### config.mk
export PLATFORM = sky130hd
export DESIGN_NAME = i2c_staged_regs
export DESIGN_NICKNAME = d
export VERILOG_FILES = /design/src/rtl/i2cs_pkg.sv /design/src/rtl/i2cs_sync_edge.sv /design/src/rtl/i2cs_line_filter.sv /design/src/rtl/i2cs_proto.sv /design/src/rtl/i2cs_regbank.sv /design/src/rtl/i2c_staged_regs.sv
export SDC_FILE = /design/constraint.sdc
export NUM_CORES = 1
export LEC_CHECK = 0
export CAP_MARGIN = 10
export CELL_PAD_IN_SITES_DETAIL_PLACEMENT = 1
export CELL_PAD_IN_SITES_GLOBAL_PLACEMENT = 1
export CORE_ASPECT_RATIO = 0.6
export CORE_MARGIN = 1
export CORE_UTILIZATION = 25
export CTS_CLUSTER_DIAMETER = 120
export DETAILED_ROUTE_END_ITERATION = 12
export DONT_BUFFER_PORTS = 1
export PLACE_DENSITY_LB_ADDON = 0.3
export SKIP_CTS_REPAIR_TIMING = 1
export SLEW_MARGIN = 10
export SYNTH_ARGS = -nofsm -noshare
export SYNTH_HDL_FRONTEND = slang
export SYNTH_HIERARCHICAL = 1
export SYNTH_SLANG_ARGS = --single-unit
### constraint.sdc
create_clock -name clk -period 3.2 [get_ports clk]
set_input_delay 0.32 -clock clk [delete_from_list [all_inputs] [get_ports clk]]
set_output_delay 0.32 -clock clk [all_outputs]
set_load 0.02 [all_outputs]
### src/rtl/i2cs_pkg.sv
package i2cs_pkg;
  typedef enum logic [3:0] {
    PS_IDLE,
    PS_ADDR,
    PS_ADDR_ACK,
    PS_SUB,
    PS_SUB_ACK,
    PS_WDATA,
    PS_WDATA_ACK,
    PS_TX,
    PS_TX_ACK
  } proto_state_e;

  localparam int unsigned GRP_COUNT = 3;
  localparam int unsigned GRP_MAIN  = 0;
  localparam int unsigned GRP_SEC   = 1;
  localparam int unsigned GRP_OUT   = 2;
endpackage

### src/rtl/i2cs_sync_edge.sv
module i2cs_sync_edge #(
  parameter int STAGES = 2
) (
  input  logic clk,
  input  logic rst,
  input  logic async_i,
  output logic rise_o
);
  logic [STAGES-1:0] sync_q;
  logic              last_q;

  always_ff @(posedge clk) begin
    if (rst) begin
      sync_q <= '0;
      last_q <= 1'b0;
      rise_o <= 1'b0;
    end else begin
      sync_q <= {sync_q[STAGES-2:0], async_i};
      last_q <= sync_q[STAGES-1];
      rise_o <= sync_q[STAGES-1] & ~last_q;
    end
  end

  AST_STROBE_SINGLE: assert property (@(posedge clk) disable iff (rst)
    rise_o |=> !rise_o);
endmodule

### src/rtl/i2cs_line_filter.sv
module i2cs_line_filter #(
  parameter int FILT_CYCLES = 3
) (
  input  logic clk,
  input  logic rst,
  input  logic scl_i,
  input  logic sda_i,
  output logic sda_o,
  output logic scl_rise_o,
  output logic scl_fall_o,
  output logic start_o,
  output logic stop_o
);
  localparam int CW = $clog2(FILT_CYCLES + 1);

  logic [1:0] raw;
  logic [1:0] filt;
  logic [1:0] prev_q;

  assign raw = {sda_i, scl_i};

  for (genvar g = 0; g < 2; g++) begin : g_line
    logic [1:0]    sync_q;
    logic [CW-1:0] cnt_q;
    logic          level_q;

    always_ff @(posedge clk) begin
      if (rst) begin
        sync_q  <= 2'b11;
        cnt_q   <= '0;
        level_q <= 1'b1;
      end else begin
        sync_q <= {sync_q[0], raw[g]};
        if (sync_q[1] == level_q) begin
          cnt_q <= '0;
        end else if (cnt_q == CW'(FILT_CYCLES - 1)) begin
          level_q <= sync_q[1];
          cnt_q   <= '0;
        end else begin
          cnt_q <= cnt_q + 1'b1;
        end
      end
    end

    assign filt[g] = level_q;
  end

  always_ff @(posedge clk) begin
    if (rst) prev_q <= 2'b11;
    else     prev_q <= filt;
  end

  assign sda_o      = filt[1];
  assign scl_rise_o = filt[0] & ~prev_q[0];
  assign scl_fall_o = ~filt[0] & prev_q[0];
  assign start_o    = filt[0] & prev_q[0] & prev_q[1] & ~filt[1];
  assign stop_o     = filt[0] & prev_q[0] & ~prev_q[1] & filt[1];
endmodule

### src/rtl/i2cs_proto.sv
module i2cs_proto
  import i2cs_pkg::*;
#(
  parameter logic [6:0] SLV_ADDR = 7'h5E
) (
  input  logic       clk,
  input  logic       rst,
  input  logic       sda_f,
  input  logic       scl_rise,
  input  logic       scl_fall,
  input  logic       start_ev,
  input  logic       stop_ev,
  input  logic [7:0] rd_data,
  output logic [7:0] rd_addr_o,
  output logic       sda_oe_o,
  output logic       wr_en_o,
  output logic [7:0] wr_addr_o,
  output logic [7:0] wr_data_o
);
  proto_state_e state;
  logic [2:0]   bitcnt;
  logic [7:0]   rx_sh;
  logic [7:0]   tx_sh;
  logic [7:0]   ptr;
  logic         rd_mode;
  logic         rx_full;
  logic         mack;

  assign rd_addr_o = ptr;

  always_ff @(posedge clk) begin
    if (rst) begin
      state     <= PS_IDLE;
      bitcnt    <= '0;
      rx_sh     <= '0;
      tx_sh     <= '0;
      ptr       <= '0;
      rd_mode   <= 1'b0;
      rx_full   <= 1'b0;
      mack      <= 1'b1;
      sda_oe_o  <= 1'b0;
      wr_en_o   <= 1'b0;
      wr_addr_o <= '0;
      wr_data_o <= '0;
    end else begin
      wr_en_o <= 1'b0;
      if (stop_ev) begin
        state    <= PS_IDLE;
        sda_oe_o <= 1'b0;
      end else if (start_ev) begin
        state    <= PS_ADDR;
        bitcnt   <= '0;
        rx_full  <= 1'b0;
        sda_oe_o <= 1'b0;
      end else if (scl_rise) begin
        case (state)
          PS_ADDR, PS_SUB, PS_WDATA: begin
            rx_sh   <= {rx_sh[6:0], sda_f};
            bitcnt  <= bitcnt + 1'b1;
            rx_full <= (bitcnt == 3'd7);
          end
          PS_TX_ACK: mack <= sda_f;
          default: ;
        endcase
      end else if (scl_fall) begin
        case (state)
          PS_ADDR: begin
            if (rx_full) begin
              rx_full <= 1'b0;
              if (rx_sh[7:1] == SLV_ADDR) begin
                rd_mode  <= rx_sh[0];
                sda_oe_o <= 1'b1;
                state    <= PS_ADDR_ACK;
              end else begin
                state <= PS_IDLE;
              end
            end
          end
          PS_SUB: begin
            if (rx_full) begin
              rx_full  <= 1'b0;
              ptr      <= rx_sh;
              sda_oe_o <= 1'b1;
              state    <= PS_SUB_ACK;
            end
          end
          PS_WDATA: begin
            if (rx_full) begin
              rx_full   <= 1'b0;
              wr_en_o   <= 1'b1;
              wr_addr_o <= ptr;
              wr_data_o <= rx_sh;
              ptr       <= ptr + 1'b1;
              sda_oe_o  <= 1'b1;
              state     <= PS_WDATA_ACK;
            end
          end
          PS_ADDR_ACK: begin
            bitcnt <= '0;
            if (rd_mode) begin
              tx_sh    <= rd_data;
              sda_oe_o <= ~rd_data[7];
              ptr      <= ptr + 1'b1;
              state    <= PS_TX;
            end else begin
              sda_oe_o <= 1'b0;
              state    <= PS_SUB;
            end
          end
          PS_SUB_ACK, PS_WDATA_ACK: begin
            sda_oe_o <= 1'b0;
            bitcnt   <= '0;
            state    <= PS_WDATA;
          end
          PS_TX: begin
            if (bitcnt == 3'd7) begin
              sda_oe_o <= 1'b0;
              state    <= PS_TX_ACK;
            end else begin
              tx_sh    <= {tx_sh[6:0], 1'b0};
              sda_oe_o <= ~tx_sh[6];
              bitcnt   <= bitcnt + 1'b1;
            end
          end
          PS_TX_ACK: begin
            if (!mack) begin
              tx_sh    <= rd_data;
              sda_oe_o <= ~rd_data[7];
              ptr      <= ptr + 1'b1;
              bitcnt   <= '0;
              state    <= PS_TX;
            end else begin
              sda_oe_o <= 1'b0;
              state    <= PS_IDLE;
            end
          end
          default: ;
        endcase
      end
    end
  end

  AST_IDLE_RELEASED: assert property (@(posedge clk) disable iff (rst)
    (state == PS_IDLE) |-> !sda_oe_o);
  AST_WRITE_ACKED: assert property (@(posedge clk) disable iff (rst)
    wr_en_o |-> sda_oe_o);
  AST_PTR_STEPS: assert property (@(posedge clk) disable iff (rst)
    wr_en_o |-> (ptr == wr_addr_o + 8'd1));
endmodule

### src/rtl/i2cs_regbank.sv
module i2cs_regbank
  import i2cs_pkg::*;
#(
  parameter int         NUM_REGS   = 16,
  parameter int         MAIN_REGS  = 6,
  parameter int         SEC_REGS   = 5,
  parameter logic [7:0] STORE_ADDR = 8'hFF,
  parameter logic [7:0] STAT_BASE  = 8'h80
) (
  input  logic                  clk,
  input  logic                  rst,
  input  logic                  wr_en,
  input  logic [7:0]            wr_addr,
  input  logic [7:0]            wr_data,
  input  logic [7:0]            rd_addr,
  input  logic [GRP_COUNT-1:0]  commit_ev,
  output logic [7:0]            rd_data,
  output logic [NUM_REGS*8-1:0] active_o
);
  localparam int IDX_W = $clog2(NUM_REGS);

  function automatic int grp_of(input int idx);
    if (idx < MAIN_REGS)            return GRP_MAIN;
    if (idx < MAIN_REGS + SEC_REGS) return GRP_SEC;
    return GRP_OUT;
  endfunction

  logic [7:0]           shadow_q [NUM_REGS];
  logic [7:0]           active_q [NUM_REGS];
  logic [GRP_COUNT-1:0] pend_q;
  logic [GRP_COUNT-1:0] commit_go;
  logic                 store_hit;
  logic                 map_hit;

  assign store_hit = wr_en && (wr_addr == STORE_ADDR);
  assign map_hit   = wr_en && (int'(wr_addr) < NUM_REGS);
  assign commit_go = pend_q & commit_ev;

  always_ff @(posedge clk) begin
    if (rst) begin
      for (int i = 0; i < NUM_REGS; i++) shadow_q[i] <= '0;
    end else if (map_hit) begin
      shadow_q[wr_addr[IDX_W-1:0]] <= wr_data;
    end
  end

  for (genvar g = 0; g < GRP_COUNT; g++) begin : g_grp
    always_ff @(posedge clk) begin
      if (rst)               pend_q[g] <= 1'b0;
      else if (store_hit)    pend_q[g] <= 1'b1;
      else if (commit_ev[g]) pend_q[g] <= 1'b0;
    end

    AST_COMMIT_CLEARS: assert property (@(posedge clk) disable iff (rst)
      (commit_ev[g] && !store_hit) |=> !pend_q[g]);
  end

  for (genvar i = 0; i < NUM_REGS; i++) begin : g_reg
    localparam int GRP = grp_of(i);

    always_ff @(posedge clk) begin
      if (rst)                 active_q[i] <= '0;
      else if (commit_go[GRP]) active_q[i] <= shadow_q[i];
    end

    assign active_o[i*8 +: 8] = active_q[i];

    AST_ACTIVE_HOLDS: assert property (@(posedge clk) disable iff (rst)
      !commit_go[GRP] |=> $stable(active_q[i]));
    AST_COMMIT_COPIES: assert property (@(posedge clk) disable iff (rst)
      commit_go[GRP] |=> (active_q[i] == $past(shadow_q[i])));
  end

  always_comb begin
    rd_data = '0;
    if (int'(rd_addr) < NUM_REGS) begin
      rd_data = active_q[rd_addr[IDX_W-1:0]];
    end else if (rd_addr == STAT_BASE) begin
      rd_data = {7'd0, pend_q[GRP_MAIN]};
    end else if (rd_addr == STAT_BASE + 8'd1) begin
      rd_data = {7'd0, pend_q[GRP_SEC]};
    end else if (rd_addr == STAT_BASE + 8'd2) begin
      rd_data = {7'd0, pend_q[GRP_OUT]};
    end
  end

  AST_STORE_ARMS: assert property (@(posedge clk) disable iff (rst)
    store_hit |=> (pend_q == '1));
endmodule

### src/rtl/i2c_staged_regs.sv
module i2c_staged_regs
  import i2cs_pkg::*;
#(
  parameter logic [6:0] SLV_ADDR    = 7'h5E,
  parameter int         NUM_REGS    = 16,
  parameter int         MAIN_REGS   = 6,
  parameter int         SEC_REGS    = 5,
  parameter int         FILT_CYCLES = 3,
  parameter int         SYNC_STAGES = 2
) (
  input  logic                  clk,
  input  logic                  rst,
  input  logic                  scl_i,
  input  logic                  sda_i,
  output logic                  sda_oe_o,
  input  logic                  vs_main_i,
  input  logic                  vs_sec_i,
  input  logic                  out_start_i,
  output logic [NUM_REGS*8-1:0] active_regs_o
);
  logic                 sda_f, scl_rise, scl_fall, start_ev, stop_ev;
  logic [7:0]           rd_addr, rd_data, wr_addr, wr_data;
  logic                 wr_en;
  logic [GRP_COUNT-1:0] sync_raw;
  logic [GRP_COUNT-1:0] commit_ev;

  assign sync_raw = {out_start_i, vs_sec_i, vs_main_i};

  i2cs_line_filter #(.FILT_CYCLES(FILT_CYCLES)) u_filter (
    .clk(clk), .rst(rst), .scl_i(scl_i), .sda_i(sda_i), .sda_o(sda_f),
    .scl_rise_o(scl_rise), .scl_fall_o(scl_fall),
    .start_o(start_ev), .stop_o(stop_ev)
  );

  i2cs_proto #(.SLV_ADDR(SLV_ADDR)) u_proto (
    .clk(clk), .rst(rst), .sda_f(sda_f), .scl_rise(scl_rise),
    .scl_fall(scl_fall), .start_ev(start_ev), .stop_ev(stop_ev),
    .rd_data(rd_data), .rd_addr_o(rd_addr), .sda_oe_o(sda_oe_o),
    .wr_en_o(wr_en), .wr_addr_o(wr_addr), .wr_data_o(wr_data)
  );

  for (genvar g = 0; g < GRP_COUNT; g++) begin : g_sync
    i2cs_sync_edge #(.STAGES(SYNC_STAGES)) u_sync (
      .clk(clk), .rst(rst), .async_i(sync_raw[g]), .rise_o(commit_ev[g])
    );
  end

  i2cs_regbank #(
    .NUM_REGS(NUM_REGS), .MAIN_REGS(MAIN_REGS), .SEC_REGS(SEC_REGS)
  ) u_bank (
    .clk(clk), .rst(rst), .wr_en(wr_en), .wr_addr(wr_addr),
    .wr_data(wr_data), .rd_addr(rd_addr), .commit_ev(commit_ev),
    .rd_data(rd_data), .active_o(active_regs_o)
  );
endmodule

==> metrics.md <==
| Metric | Value |
|---|---|
| CTS tree | `built` |
| Final WL | `43.6 mm` |
| Total GRT Usage | `14.7%` |
| Area taken by flip-flops and latches | `9250 um^2` |
| Drc violations | `0` |
| Final worst slack | `around 0.63 ns` |
| Reg2reg path depth | `9` |
| Post-synth EDFFs | `256` |
| Max Cap Violations | `0` |
| Top post-synthesis cells by area | `edfxtp_1 (54%), and2_1 (11%), dfxtp_1 (11%)` |
| Post-route insts no fill | `1858` |
| Least-Margin Pin Slew | `~1.2 ns` |
| HPWL Detailed | `30.1 mm` |
| # rows | `67` |
| Clock Pin Slew Worst Setup and Hold Paths | `around 0.070 ns` |
| Min Hold Slack | `approximately 0.042 ns` |
| Post-synthesis sequential area ratio | `between 60 and 70%` |
| Placer Congestion | `around 0.8` |
| Post-Synth Adder-Cell Area | `0.510%` |
| Compound-cell area share of the yosys netlist | `2.80%` |
| Die footprint | `57900 um^2` |
| Max-slew violation count | `0` |
| Crit start category | `flop` |
| CTS root buf | `clkbuf_16` |
| Post-Syn Area per Cell | `around 14 um^2` |
| Place WS | `0.620 ns` |
| Synth async-reset ratio | `0%` |
| Worst skew pair latency | `0.53 ns` |
| Post-route cell area | `16500 um^2` |
| Synth cell types | `61` |
| Area of the multi-input gates | `4730 um^2` |
| Worst setup EP type | `flop` |
| Area share of the largest cell type after synthesis | `a little over half` |
| Initial Util | `25.4%` |
| Dominant cell type by area after synthesis | `edfxtp_1` |
| Number of port buffers | `0` |
| CORE AREA | `56000 um^2` |
| CP Data Arrival Time | `2.97 ns` |
| Share of cells above drive strength 1 | `14.9%` |
| Chip height | `between 150 and 200 um` |
| Leakage | `5.94 nW` |
| Placed inst area | `15200 um^2` |
| Global-route wire length before repair | `62.1 mm` |
| WS Path Type | `flop to flop` |
| Min Tclk post-route | `roughly 2.6 ns` |
| Status | `finished clean` |
| Largest net degree at the start of global routing | `100` |
| Grt ovf | `0` |
| Main combinational cell family by area after synthesis | `simple AND/OR/NAND/NOR gates` |
| DRT Pass-1 Iters | `5` |
| Crit path max fanout | `25` |
| Post-synthesis mux area share | `under 10%` |
| CP required | `3.60 ns` |
| Hold path depth | `2` |
| Setup violators final | `0` |
| Final Net Count | `1082` |
| RSZ-0062 raised after global routing | `no` |
| CP peak stage delay | `around 0.68 ns` |
| Clock Skew | `0.0211 ns` |
| Final period utilization | `80.2%` |
| TritonCTS Sinks | `334` |
| Post-Synthesis Cells | `1043` |
| Antenna violations before repair | `3` |
| H-tree levels | `2` |
| Syn nets | `1055` |
| Fill count | `6029` |
| Post-synth top flop | `edfxtp_1` |
| Total negative slack | `0 ns` |
| Worst hold path type | `input port to flop` |
| Power Density | `564 nW/um^2` |
| WL per Instance | `23.5 um` |
| Antenna-violating nets left | `0` |
| Crit path cell chain | `buf_4 -> buf_4 -> mux4_2 -> mux2i_1 -> o22ai_1 -> nand2_1 -> nand2_1 -> mux2i_1 -> nor2_1` |
| Clk buf depth | `3` |
| Max VDD drop | `0.000289 V` |
| Synthesized cell area | `14200 um^2` |
| Iter 0 DRT Violations | `584` |
| Placed cell count | `roughly 1.8k` |
| Die X | `around 310 um` |
| Hold Fails Final Rpt | `0` |
| Post-Synth Simple-Gate Area | `20.5%` |
| Vias | `8439` |
| Vias in the first global route | `8540` |
| Number of I/O pins | `136` |
| Critical Path Slowest Stage Cell | `dfxtp_4` |
| CTS Buf Count | `35` |
| Achievable Freq | `0.389 GHz` |
| Relative slew slack | `between 20 and 25%` |
| Vias per cell | `4.54` |
| Area share of xor/xnor cells in the synthesized design | `less than 1%` |
| Post-synthesis sequential element count | `between 300 and 400` |
| Synth warn | `6` |
| P&R area growth vs syn | `15.8%` |
[synth_stat cells (all sizes together), types with 4 or more instances]
master and n:
mux4 32, and2 257, nor2 60, o22ai 9
buf 20, nand4 4, nor3 16, mux2i 52
inv 7, o211ai 4, clkbuf 34, o21ai 9
nand2 44, nor2b 17, or2 24, ha 5
nand3 6, nand2b 16, or3 5, edfxtp 256
a21oi 19, a21o 6, nor4 7, nor3b 7
dfxtp 78, nor4b 5
[layout make-up]
cell class / instances / area share, %
repair buffers: 44 / 2.22
diodes: 3 / 0.0456
multi-input cells: 648 / 28.7
flip-flops and latches: 334 / 56.2
well taps: 759 / 5.76
clock buffers: 49 / 5.95
clock inverters: 14 / 1.00
inverters: 7 / 0.159
[layout by cell type (no fill, tap or decap), types with 7 or more instances in the layout]
cell type,instances
and2_1,257
edfxtp_1,256
dfxtp_1,76
nor2_1,57
mux2i_1,52
nand2_1,44
clkbuf_16,37
buf_4,37
mux4_2,32
or2_2,19
a21oi_1,19
nor2b_1,17
nand2b_1,13
clkbuf_1,11
nor3_1,10
o22ai_1,9
o21ai_0,9
inv_1,7
[per-layer routing]
metal	GRT usage, %	share of wire, %	vias up
li1	-	-	3791
met1	20.9	47	4375
met2	21.2	42	221
met3	5.84	9.5	52
met4	2.63	1.4	0
met5	0	0	-
[power by group]
part / switching [mW] / internal (mW)
Clock: 1.72 / 2.47
Sequential: 0.159 / 4.77
Combinational: 0.122 / 0.0550
[metrics by stage]
| step | util (%) | power [mW] |
|---|---|---|
| 4_1_cts | 29.3 | 9.39 |
| 2_1_floorplan | - | 5.08 |
| 3_3_place_gp | 27.2 | 5.18 |
| 6_report | 29.4 | 9.29 |
| 5_1_grt | 29.4 | 9.60 |
| 3_5_place_dp | 27.2 | 5.18 |
[worst max-delay path, delay by kind of cell (launching register included)]
family                 cells  cell delay [ns]
buffers and inverters      2             0.52
multiplexers               3             0.92
AO/OA/AOI/OAI              1             0.12
AND/OR/NAND/NOR            3             0.18
flip-flops                 1             0.68
[cells by family (layout without fill, tap and decap cells)]
family	after synthesis	count (layout)
fa+ha+maj	6	6
mux	87	87
simple gates	487	487
flops	334	334
buf+inv	61	114
other cells	0	3
xor+xnor	5	5
compound gates	63	63
[flip-flops by register name, summed over array words and instances (netlist names), 4 cells and up]
name / count
g_sync.u_sync/sync_q: 6
u_bank/active_q: 128
u_bank/shadow_q: 128
u_filter/g_line.cnt_q: 4
u_filter/g_line.sync_q: 4
u_proto/rd_addr_o: 8
u_proto/rx_sh: 8
u_proto/state: 4
u_proto/tx_sh: 7
u_proto/wr_addr_o: 8
u_proto/wr_data_o: 8
[worst paths after layout]
| path | end | from | slack (ns) |
|---|---|---|---|
| worst min register to register | g_sync[2].u_sync/rise_o$_SDFF_PP0_ | g_sync[2].u_sync/last_q$_SDFF_PP0_ | 0.40 |
| worst min-delay path | u_proto/bitcnt[1]$_SDFFE_PP0P_ | rst | 0.04 |
| worst max-delay path | u_proto/tx_sh[2]$_SDFFE_PP0P_ | u_proto/rd_addr_o[0]$_SDFFE_PP0P_ | 0.63 |
| worst max register to register | u_proto/tx_sh[2]$_SDFFE_PP0P_ | u_proto/rd_addr_o[0]$_SDFFE_PP0P_ | 0.63 |
Note: power is estimated with default switching activity, not from simulation.
